[config.mk]
export PLATFORM = sky130hd
export DESIGN_NAME = flash_evt_unit
export DESIGN_NICKNAME = d
export VERILOG_FILES = /design/src/rtl/flash_evt_pkg.sv /design/src/rtl/flash_evt_ctl.sv /design/src/rtl/flash_evt_dp.sv /design/src/rtl/flash_evt_unit.sv
export SDC_FILE = /design/constraint.sdc
export NUM_CORES = 1
export LEC_CHECK = 0
export BUFFER_PORTS_ARGS = -buffer_cell sky130_fd_sc_hd__buf_2
export CAP_MARGIN = 15
export CELL_PAD_IN_SITES_DETAIL_PLACEMENT = 0
export CELL_PAD_IN_SITES_GLOBAL_PLACEMENT = 1
export CORE_MARGIN = 10
export CORE_UTILIZATION = 32
export CTS_BUF_LIST = sky130_fd_sc_hd__clkbuf_8 sky130_fd_sc_hd__clkbuf_16
export DETAILED_ROUTE_END_ITERATION = 12
export GPL_ROUTABILITY_DRIVEN = 1
export PLACE_DENSITY = 0.77
export SLEW_MARGIN = 0
export SYNTH_ARGS = -nofsm -noshare
export SYNTH_HDL_FRONTEND = slang
export SYNTH_HIERARCHICAL = 1
export SYNTH_SLANG_ARGS = --single-unit
[constraint.sdc]
create_clock -name clk -period 2.8 [get_ports clk]
set_clock_uncertainty 0.05 [all_clocks]
set_input_delay 0.42 -clock clk [delete_from_list [all_inputs] [get_ports clk]]
set_output_delay 0.42 -clock clk [all_outputs]
set_load 0.05 [all_outputs]
[src/rtl/flash_evt_pkg.sv]
package flash_evt_pkg;
  localparam int EVT_W  = 8;
  localparam int LVL_W  = 5;
  localparam int DATA_W = 32;
  localparam int ADDR_W = 8;

  localparam logic [ADDR_W-1:0] OFS_MASK   = 8'h04;
  localparam logic [ADDR_W-1:0] OFS_CLR    = 8'h08;
  localparam logic [ADDR_W-1:0] OFS_THR    = 8'h0C;
  localparam logic [ADDR_W-1:0] OFS_RECOV  = 8'h10;
  localparam logic [ADDR_W-1:0] OFS_MSTAT  = 8'h1C;
  localparam logic [ADDR_W-1:0] OFS_FIFO   = 8'h20;
  localparam logic [ADDR_W-1:0] OFS_BUSY   = 8'h24;
  localparam logic [ADDR_W-1:0] OFS_RAW    = 8'h28;

  typedef enum logic [3:0] {
    RD_NONE, RD_MASK, RD_THR, RD_RECOV, RD_MSTAT, RD_FIFO, RD_BUSY, RD_RAW
  } rdSel_e;

  typedef struct packed {
    logic   wrMask;
    logic   wrClr;
    logic   wrThr;
    logic   recovActive;
    rdSel_e rdSel;
  } ctlStrobe_t;
endpackage

[src/rtl/flash_evt_ctl.sv]
module flash_evt_ctl
  import flash_evt_pkg::*;
#(
  parameter int RECOVER_CYC = 4
) (
  input  logic              clk,
  input  logic              rstN,
  input  logic [ADDR_W-1:0] busAddr,
  input  logic              busWrEn,
  input  logic [DATA_W-1:0] busWrData,
  output ctlStrobe_t        stb,
  output logic              recoverOut
);
  localparam int CNT_W = $clog2(RECOVER_CYC + 1);

  logic [CNT_W-1:0] recCnt;
  logic             recStart;

  assign recStart = busWrEn && (busAddr == OFS_RECOV) && busWrData[0] && (recCnt == '0);

  always_ff @(posedge clk or negedge rstN) begin
    if (!rstN)          recCnt <= '0;
    else if (recStart)  recCnt <= CNT_W'(RECOVER_CYC);
    else if (recCnt != '0) recCnt <= recCnt - 1'b1;
  end

  assign recoverOut = (recCnt != '0);

  always_comb begin
    stb.wrMask      = busWrEn && (busAddr == OFS_MASK);
    stb.wrClr       = busWrEn && (busAddr == OFS_CLR);
    stb.wrThr       = busWrEn && (busAddr == OFS_THR);
    stb.recovActive = recoverOut;
    unique case (busAddr)
      OFS_MASK:  stb.rdSel = RD_MASK;
      OFS_THR:   stb.rdSel = RD_THR;
      OFS_RECOV: stb.rdSel = RD_RECOV;
      OFS_MSTAT: stb.rdSel = RD_MSTAT;
      OFS_FIFO:  stb.rdSel = RD_FIFO;
      OFS_BUSY:  stb.rdSel = RD_BUSY;
      OFS_RAW:   stb.rdSel = RD_RAW;
      default:   stb.rdSel = RD_NONE;
    endcase
  end


  recover_start_chk: assert property (@(posedge clk) disable iff (!rstN)
    $rose(recoverOut) |-> $past(busWrEn && busAddr == OFS_RECOV && busWrData[0]));


  recover_no_retrigger_chk: assert property (@(posedge clk) disable iff (!rstN)
    ($past(recoverOut) && recoverOut) |-> (recCnt == $past(recCnt) - 1'b1));
endmodule

[src/rtl/flash_evt_dp.sv]
module flash_evt_dp
  import flash_evt_pkg::*;
(
  input  logic              clk,
  input  logic              rstN,
  input  ctlStrobe_t        stb,
  input  logic [DATA_W-1:0] busWrData,
  input  logic [EVT_W-1:0]  evtIn,
  input  logic              txFull,
  input  logic              txEmpty,
  input  logic              rxEmpty,
  input  logic              rxFull,
  input  logic [LVL_W-1:0]  txLevel,
  input  logic [LVL_W-1:0]  rxLevel,
  input  logic              seqBusy,
  output logic [DATA_W-1:0] busRdData,
  output logic              irqOut,
  output logic [LVL_W-1:0]  txThresh,
  output logic [LVL_W-1:0]  rxThresh
);
  logic [EVT_W-1:0] rawQ;
  logic [EVT_W-1:0] maskQ;
  logic [EVT_W-1:0] clrBits;
  logic [EVT_W-1:0] maskedStat;
  logic [LVL_W-1:0] txThrQ;
  logic [LVL_W-1:0] rxThrQ;

  assign clrBits = stb.wrClr ? busWrData[EVT_W-1:0] : '0;

  generate
    for (genvar i = 0; i < EVT_W; i++) begin : gEvt
      always_ff @(posedge clk or negedge rstN) begin
        if (!rstN)          rawQ[i] <= 1'b0;
        else if (evtIn[i])  rawQ[i] <= 1'b1;
        else if (clrBits[i]) rawQ[i] <= 1'b0;
      end
    end
  endgenerate

  always_ff @(posedge clk or negedge rstN) begin
    if (!rstN) begin
      maskQ  <= '1;
      txThrQ <= '0;
      rxThrQ <= '0;
    end else begin
      if (stb.wrMask) maskQ <= busWrData[EVT_W-1:0];
      if (stb.wrThr) begin
        txThrQ <= busWrData[LVL_W-1:0];
        rxThrQ <= busWrData[8 +: LVL_W];
      end
    end
  end

  assign maskedStat = rawQ & ~maskQ;
  assign irqOut     = |maskedStat;
  assign txThresh   = txThrQ;
  assign rxThresh   = rxThrQ;

  always_comb begin
    busRdData = '0;
    unique case (stb.rdSel)
      RD_MASK:  busRdData[EVT_W-1:0] = maskQ;
      RD_THR: begin
        busRdData[LVL_W-1:0]  = txThrQ;
        busRdData[8 +: LVL_W] = rxThrQ;
      end
      RD_RECOV: busRdData[0] = stb.recovActive;
      RD_MSTAT: busRdData[EVT_W-1:0] = maskedStat;
      RD_FIFO: begin
        busRdData[3:0]         = {rxFull, rxEmpty, txEmpty, txFull};
        busRdData[8 +: LVL_W]  = txLevel;
        busRdData[16 +: LVL_W] = rxLevel;
      end
      RD_BUSY:  busRdData[0] = seqBusy;
      RD_RAW:   busRdData[EVT_W-1:0] = rawQ;
      default:  busRdData = '0;
    endcase
  end


  evt_latch_chk: assert property (@(posedge clk) disable iff (!rstN)
    (evtIn != '0) |=> ((rawQ & $past(evtIn)) == $past(evtIn)));


  clear_applies_chk: assert property (@(posedge clk) disable iff (!rstN)
    stb.wrClr |=> ((rawQ & $past(busWrData[EVT_W-1:0] & ~evtIn)) == '0));


  mask_hold_chk: assert property (@(posedge clk) disable iff (!rstN)
    !stb.wrMask |=> $stable(maskQ));


  irq_cause_chk: assert property (@(posedge clk) disable iff (!rstN)
    $rose(irqOut) |-> ($past(evtIn) != '0 || $past(stb.wrMask)));
endmodule

[src/rtl/flash_evt_unit.sv]
module flash_evt_unit
  import flash_evt_pkg::*;
(
  input  logic        clk,
  input  logic        rstN,
  input  logic [7:0]  busAddr,
  input  logic        busWrEn,
  input  logic [31:0] busWrData,
  output logic [31:0] busRdData,
  input  logic [7:0]  evtIn,
  input  logic        txFull,
  input  logic        txEmpty,
  input  logic        rxEmpty,
  input  logic        rxFull,
  input  logic [4:0]  txLevel,
  input  logic [4:0]  rxLevel,
  input  logic        seqBusy,
  output logic        irqOut,
  output logic        recoverOut,
  output logic [4:0]  txThresh,
  output logic [4:0]  rxThresh
);
  ctlStrobe_t stb;

  flash_evt_ctl #(.RECOVER_CYC(4)) uCtl (
    .clk(clk), .rstN(rstN), .busAddr(busAddr), .busWrEn(busWrEn),
    .busWrData(busWrData), .stb(stb), .recoverOut(recoverOut)
  );

  flash_evt_dp uDp (
    .clk(clk), .rstN(rstN), .stb(stb), .busWrData(busWrData), .evtIn(evtIn),
    .txFull(txFull), .txEmpty(txEmpty), .rxEmpty(rxEmpty), .rxFull(rxFull),
    .txLevel(txLevel), .rxLevel(rxLevel), .seqBusy(seqBusy),
    .busRdData(busRdData), .irqOut(irqOut), .txThresh(txThresh), .rxThresh(rxThresh)
  );
endmodule

==> results of run 1 <==
[flip-flops by register name, summed over array words and instances (netlist names)]
| register | flops |
|---|---|
| uDp/maskQ | 8 |
| uDp/rawQ | 8 |
| uDp/rxThresh | 5 |
| uDp/txThresh | 5 |
| uCtl/recCnt | 3 |
[timing repair]
action / 4_1_cts / 5_1_grt
resized for setup: 1 / 14
buffers inserted: 0 / 2
endpoints found under the hold margin: 0 / 0
pin swaps: 0 / 2
gates cloned: 0 / 1
endpoints found under the setup margin: 1 / 15
[cells by family (layout without fill, tap and decap cells)]
kind of cell             count (synthesis)  count (layout)  synth area share, %
flip-flops                              29              29                36.12
other                                    2              15               0.3687
XOR/XNOR                                 1               1               0.4301
multiplexers                            18              18                9.889
adder cells (fa/ha/maj)                  2               2                1.228
AO/OA/AOI/OAI                           45              46                15.66
buffers and inverters                   38             116                12.22
AND/OR/NAND/NOR                         78              78                24.08
[metal layers]
layer	up-vias	wire, um	part of all wire [%]
li1	914	-	-
met4	0	40	0.68
met5	-	0	0
met3	5	504	8.6
met1	880	2450	42
met2	60	2845	49
[final cells by class]
cell class,instances,share of cell area (%)
Clock buffer,5,2.547
Sequential cell,29,27.23
Tap cell,77,3.566
Timing Repair Buffer,99,21.26
Inverter,9,1.251
Clock inverter,3,0.4169
Multi-Input combinational cell,160,43.72
[worst max-delay path by stage]
stage | startpoint | cells after the start | end | slack (ps)
after floorplan | busAddr[7] | 5 | busRdData[4] | -80
after global placement | busAddr[7] | 9 | busRdData[1] | 30
after detailed placement | busAddr[5] | 10 | busRdData[12] | -2
after CTS | busAddr[2] | 10 | busRdData[12] | 30
after global routing | busAddr[5] | 10 | busRdData[10] | 0.2
final | busAddr[5] | 10 | busRdData[12] | 100
[cell usage after synthesis (all sizes together)]
cell / count
a21boi: 2
and2: 3
inv: 9
a221oi: 1
nand4: 3
a31oi: 3
ha: 2
a221o: 2
buf: 27
a311oi: 1
nor2b: 8
a22oi: 5
a21o: 9
conb: 2
o21ai: 9
and2b: 1
xnor2: 1
and3: 10
a32o: 2
mux2: 17
nor2: 13
dfstp: 8
nor3b: 9
clkbuf: 2
nand4b: 1
or3: 1
nand3: 4
nand3b: 3
dfrtp: 21
nand2: 16
nor4b: 1
mux2i: 1
a31o: 2
o311ai: 2
and3b: 1
o31a: 1
and4b: 1
a41oi: 1
a21oi: 5
nor4: 3
[per-stage QoR]
step           instance area (sq um)  hold slack, ps  std cells
6_report                        2701           124.2        382
2_1_floorplan                   2128           74.41        226
5_1_grt                         2701           166.3        382
4_1_cts                         2631           144.5        379
3_3_place_gp                    2547           427.8        371
3_5_place_dp                    2547           438.6        371
[power groups by stage]
stage                     sequential, W  combinational, W  clock [W]
after floorplan                0.000512          0.000235          0
after global placement         0.000491          0.000319          0
after detailed placement       0.000493          0.000330          0
after CTS                      0.000485          0.000331   0.000333
after global routing           0.000493          0.000366   0.000359
final                          0.000487          0.000334   0.000318
==> impl_summary.md, run 1 <==
Global route
Entering global routing, the biggest net connects 30 pins. The number of global-route vias before repair was approximately 1900. The initial antenna violation count is 0.

For this run, the total global-route usage over all layers was measured as 11.21%. The met3 routing resource usage after global routing is 4.396%. The first global-routing pass estimated between 9 and 10 mm of wire. The met1 global-route usage is 13.33%. The busiest layer in global routing is met2. After global routing the overflow that remains totals 0.

The met2 track demand over resource in global routing is a little under a fifth.

STA
Headroom to the max-slew limit came out at between 50% and 60%. Timing would allow up to roughly 370 MHz. The final clock period utilization by the worst path is between 90% and 100%. For the pin with the worst max-slew slack, the measured transition is ~670 ps. Setup repair after global routing could not meet its margin everywhere. The number of slew-limit violations in the final report is 0. The routed design could run at a clock period as short as between 2000 and 3000 ps. Setup violations remaining at the end of the flow were counted as 0. The final hold violation count came to 0.

The final worst slack is roughly 100 ps. In the final timing run, aggregate negative setup slack is 0 ps.

Clock tree
The tree built by TritonCTS fans out to 29 sinks. The buffer depth of the longest clock path is 2. The clock reaches the later pin of the worst-skew pair after approximately 280 ps. The total clock buffers created by CTS is 5.

The tree is rooted in a sky130_fd_sc_hd__clkbuf_8. TritonCTS built the clock tree. The number of hold buffers added after CTS was 0. The count of H-tree levels built during CTS is 2.

The clock slew at the register clock pins of the worst setup and hold paths is around 60 ps.

Pwr
For this design the ratio of total power to cell area is around 420 nW/um^2. The maximum resistive drop on vdd is roughly 0.26 mV. In this run switching power makes up between 30 and 40% of total power.

The total power draw is roughly 0.0011 W. The total net switching power is a little under 0.0004 W. The clock power share is between 20% and 30%. The sequential share of power is 42.7%. The combinational share of power is between 20 and 30%. The cell internal power dissipation is around 0.00075 W. For this design the static power due to leakage is 1.271 nW.

Yosys
The top cell type by area accounts for ~26% of the synthesized area. The cell count after synthesis came out at roughly 210. The number of warning messages in the yosys log is 6. By area the synthesized netlist is led by sky130_fd_sc_hd__dfrtp_1, sky130_fd_sc_hd__dfstp_2, sky130_fd_sc_hd__mux2_2, sky130_fd_sc_hd__buf_4, sky130_fd_sc_hd__a21o_1. The synthesized netlist occupies a cell area of 2037 sq um. A synthesized cell averages around 9.6 sq um. In this run, distinct cell masters in the synthesized netlist total 47. The flip-flop and latch count after synthesis is 29. The biggest area consumer among synthesized cells is sky130_fd_sc_hd__dfrtp_1.

The sequential element share of the synthesized area is 36.12%.

Worst setup path
Walking the worst path, the cells encountered are buf_2 > xnor2_1 > or3_1 > a21boi_2 > buf_6 > and3b_1 > buf_4 > a22oi_1 > nor2_2 > clkbuf_4. The slowest stage of the critical path is the sky130_fd_sc_hd__or3_1 cell. In this run the critical register-to-register path is launched from uCtl/recCnt[0].

The reg-to-reg endpoint is uCtl/recCnt[1]. The largest stage delay on the critical path is 320 ps. The startpoint type of the worst setup path is an input port. STA puts the critical path data required time at approximately 2300 ps. Grouping stages by cell kind, the critical path spends the most delay in buffers and inverters. The setup path with the least slack is of type input port to output port.

Counting both buffers and inverters, the worst setup path holds a total of 4. The worst setup path is captured at an output port. Counting cells, the worst reg-to-reg path comes to 5. The largest fanout of any net on the critical path is 10.

Across all register-to-register paths, the minimum setup slack is approximately 1500 ps. The worst endpoint data arrival time is ~2200 ps.

Run
The max capacitance violation total is 0.

Placed design
The worst slack after detailed placement is -1.709 ps. The total of buffers placed on input and output ports is 76. The HPWL reported at the end of detailed placement is 4.619 mm.

The global placer's final weighted congestion is between 0.8 and 0.9.

Routing
After the first detailed-routing iteration, the DRC count stood at 37. The average detailed-routed wire length per instance is ~15 um. Once detail routing completed, the nets flagged for antenna violations numbered 0.

For this run, design rule violations remaining after detail routing come to 0. For this block, the via count after detailed routing is 1859. The total routed wirelength is between 5 and 6 mm.

For this run, the detailed router's first-pass iteration total came to 4. The routed via count divided by cell count is 4.866.

Cells and area
The final layout contains 372 nets. The final-layout fill cell count is ~650. Measured on the finished design, the core utilization comes to between 40% and 50%. The area of the multi-input gates is 1181 sq um. The fraction of layout instances using a drive strength above 1 is approximately half. The area occupied by registers is ~740 sq um. The area growth from synthesis to layout is 32.62%.

The library cells used most frequently in the layout, excluding fill and tap cells, are sky130_fd_sc_hd__buf_2, sky130_fd_sc_hd__buf_4, sky130_fd_sc_hd__dfrtp_1, sky130_fd_sc_hd__mux2_2, sky130_fd_sc_hd__nand2_1. The diode insertion count for antenna repair is 0. Leaving out fill and tap cells, the most frequent cell in the layout is sky130_fd_sc_hd__buf_2.

Floorplanning
The floorplan has 29 rows. The die covers approximately 10000 sq um. The starting density of the core is between 30% and 40%. The core region is between 6000 and 7000 sq um. The die is around 100 um wide. For this design the top-level I/O count stands at 110. The height of the die is around 100 um.

Hold path
The worst hold path belongs to the class input port to asynchronous set/reset pin.

Status
The flow ran to the end, and the final reports show no timing, DRC or antenna violations.
No activity file was read; power rests on OpenSTA's default activity.
==> run 2, diff against run 1 <==
CORE_ASPECT_RATIO = 1.5   (was default)
==> impl_summary.md, run 2 (synthesis gave the netlist of run 1 again) <==
Worst setup path
By instance count, the cell type seen most on the critical path is sky130_fd_sc_hd__buf_4. The depth of the most critical reg-to-reg path is 5 (unchanged). The worst endpoint required time is 2330 ps (about the same). The slowest library cell on the worst path is sky130_fd_sc_hd__mux2_2 (was sky130_fd_sc_hd__or3_1). The largest fanout of any net on the critical path is 7 (was 10). The reg-to-reg endpoint was uCtl/recCnt[1] (unchanged). The worst endpoint data arrival time is 2220 ps (was 2230 ps). The classification of the worst setup path is input port to output port (unchanged).

The kind of end point of the critical path is an output port (unchanged). The largest stage delay on the critical path was 350 ps (was 320 ps). The startpoint type of the worst setup path is an input port (unchanged). The origin of the critical flop-to-flop path was uCtl/recCnt[0] (unchanged).

Critical-path cell list: buf_2 > nor4_4 > a21boi_1 > buf_4 > buf_4 > mux2_2 > a41oi_2 > a31oi_2 > buf_4 (was buf_2 > xnor2_1 > or3_1 > a21boi_2 > buf_6 > and3b_1 > buf_4 > a22oi_1 > nor2_2 > clkbuf_4). The worst setup slack for register-to-register paths is 1460 ps (was 1540 ps).

Status
Result of the run: completed (unchanged).

Floorplanning
The height of the die came to 117.7 um (was 99.79 um). The number of top-level pins is 110 (unchanged). The placement row count was 35 (was 29). The core area came to 6175 sq um (was 6277 sq um). The starting density of the core is 32.99% (was 32.45%). The width of the die came to 85.15 um (was 99.79 um). The area enclosed by the die boundary is 10020 sq um (was 9957 sq um).

Clock tree
The count of hold-fix buffers inserted at cts is 0 (unchanged). The number of clock sinks seen by CTS is 29 (unchanged). The clock tree from TritonCTS is built (unchanged). The clock slew at the register clock pins of the worst setup and hold paths was 60 ps (about the same). The count of H-tree levels built during CTS came to 2 (unchanged). The total clock buffers created by CTS is 5 (unchanged). The latest clock arrival within the worst-skew pair is 270 ps (was 280 ps). The buffer depth of the longest clock path was 2 (unchanged). The root cell of the clock tree is sky130_fd_sc_hd__clkbuf_8 (unchanged).

Routing
The count of unresolved DRC violations after routing is 0 (unchanged). The routed via count divided by cell count is 4.845 (was 4.866). The via count is 1807 (was 1859).

The first-pass detailed-route iteration total is 4 (unchanged). The count of antenna-violating nets left after detailed routing is 0 (unchanged). The initial detailed-routing violation count is 120 (was 37). The total routed wirelength came to 5.840 mm (was 5.842 mm).

The average detailed-routed wire length per instance was 15.66 um (was 15.29 um).

Cells and area
The fraction of layout instances using a drive strength above 1 is 48.83% (was 48.85%). The layout net count is 366 (was 372). Largest registers: uDp/maskQ x8, uDp/rawQ x8 (unchanged).

Highest-count cells in the layout ignoring fill and taps: sky130_fd_sc_hd__buf_2, sky130_fd_sc_hd__buf_4, sky130_fd_sc_hd__dfrtp_1, sky130_fd_sc_hd__mux2_2, sky130_fd_sc_hd__nand2_1 (unchanged). The core occupancy in the finished layout is 43.08% (was 43.03%). The most frequent standard cell in the layout excluding fill and tap cells is sky130_fd_sc_hd__buf_2 (unchanged). The area growth from synthesis to final layout is 30.59% (was 32.62%).

The diode insertion count for antenna repair is 0 (unchanged).

Global route
The first-pass GRT wire length was 9.632 mm (was 9.259 mm). The remaining global-route overflow came to 0 (unchanged). The global routing usage summed across all routing layers is 11.63% (was 11.21%). The number of global-route vias before repair is 1968 (was 1892).

The pin count of the biggest net entering global routing is 30 (unchanged). The initial antenna violation count came to 0 (unchanged).

Pwr
The switching share of total power is 33.85% (was 34.20%). The cell internal power dissipation is 0.0007423 W (was 0.0007493 W). The power density relative to cell area is 421.8 nW/um^2 (was 421.5 nW/um^2).

The leakage component of the power is 1.244 nW (was 1.271 nW). The total net switching power was 0.0003798 W (was 0.0003894 W). The clock power share is 27.8% (was 27.9%). The combinational share of power is 28.9% (was 29.3%). The maximum resistive drop on vdd is 0.2131 mV (was 0.2561 mV). The sequential share of power was 43.3% (was 42.7%).

Run
The max capacitance violation total is 0 (unchanged).

STA
The number of slew-limit violations in the final report was 0 (unchanged). The worst max-slew margin expressed relative to the limit is 54.54% (was 55.28%). The final hold slack is 133.5 ps (was 124.2 ps). The final setup violation count is 0 (unchanged). The slew at the pin with the worst max-slew slack was 681.9 ps (was 670.8 ps).

The final clock period utilization by the worst path is 96.15% (was 96.42%). The maximum frequency from static timing analysis was 371.5 MHz (was 370.4 MHz). The time the final worst path needs with I/O delays and setup is 2692 ps (was 2700 ps).

RSZ-0062 raised after global routing: true (unchanged). The final worst slack is 107.9 ps (was 100.4 ps). The final hold violation count is 0 (unchanged).

Placed design
The total of buffers placed on input and output ports came to 76 (unchanged). The global placer's final weighted congestion is 0.7674 (was 0.8040). The HPWL reported at the end of detailed placement was 4.638 mm (was 4.619 mm).

The worst slack after detailed placement is -39.56 ps (was -1.709 ps).

Hold path
The worst hold path class is input port to asynchronous set/reset pin (unchanged).
## run 2: critical path: cells and delay by family
family,cells,cell delay (ps)
mux,1,350
simple gates,1,320
buf+inv,4,610
compound gates,3,520
## run 2: area by class of cell
type / count / area [sq um]
fillers: 621 / 3515
repair buffers: 94 / 541.8
well taps: 74 / 92.59
clock buffers: 5 / 68.82
inverters: 9 / 33.78
multi-input cells: 159 / 1176
clock inverters: 3 / 11.26
flip-flops and latches: 29 / 735.7
## run 2: worst max-delay path by stage
stage | endpoint | startpoint | slack, ps | depth (start not counted)
finish | busRdData[0] | busAddr[7] | 110 | 9
global route | busRdData[0] | busAddr[7] | -8 | 9
CTS | busRdData[0] | busAddr[7] | 30 | 9
detailed placement | busRdData[4] | busAddr[2] | -40 | 9
global placement | busRdData[4] | busAddr[2] | -40 | 9
floorplan | busRdData[4] | busAddr[7] | -80 | 5
## run 2: stage by stage
step / setup TNS [ps] / power [W] / instances / cell area [sq um]
after floorplan: -78.86 / 0.0007475 / 226 / 2128
after global placement: -56.39 / 0.0008049 / 364 / 2514
after detailed placement: -42.97 / 0.0008140 / 364 / 2514
after CTS: 0 / 0.001137 / 372 / 2601
after global routing: -8.385 / 0.001206 / 373 / 2660
final: 0 / 0.001122 / 373 / 2660
## run 2: what timing repair did
action | 4_1_cts | 5_1_grt
endpoints found under the setup margin | 2 | 11
gates resized for setup | 3 | 16
pin swaps | 0 | 2
setup buffers | 0 | 1
## run 2: per-layer routing
| metal | up-vias | global-route usage (%) | wire (um) |
|---|---|---|---|
| met5 | - | 0 | 0 |
| met2 | 60 | 20.37 | 3029 |
| met3 | 6 | 4.224 | 398 |
| met1 | 839 | 12.44 | 2324 |
| li1 | 902 | - | - |
| met4 | 0 | 3.616 | 88 |
## run 2: power groups by stage
stage               Clock [W]  Combinational (W)  Sequential [W]
global route         0.000353           0.000361        0.000491
CTS                  0.000329           0.000322        0.000486
floorplan                   0           0.000235        0.000512
finish               0.000312           0.000324        0.000485
global placement            0           0.000314        0.000491
detailed placement          0           0.000321        0.000493
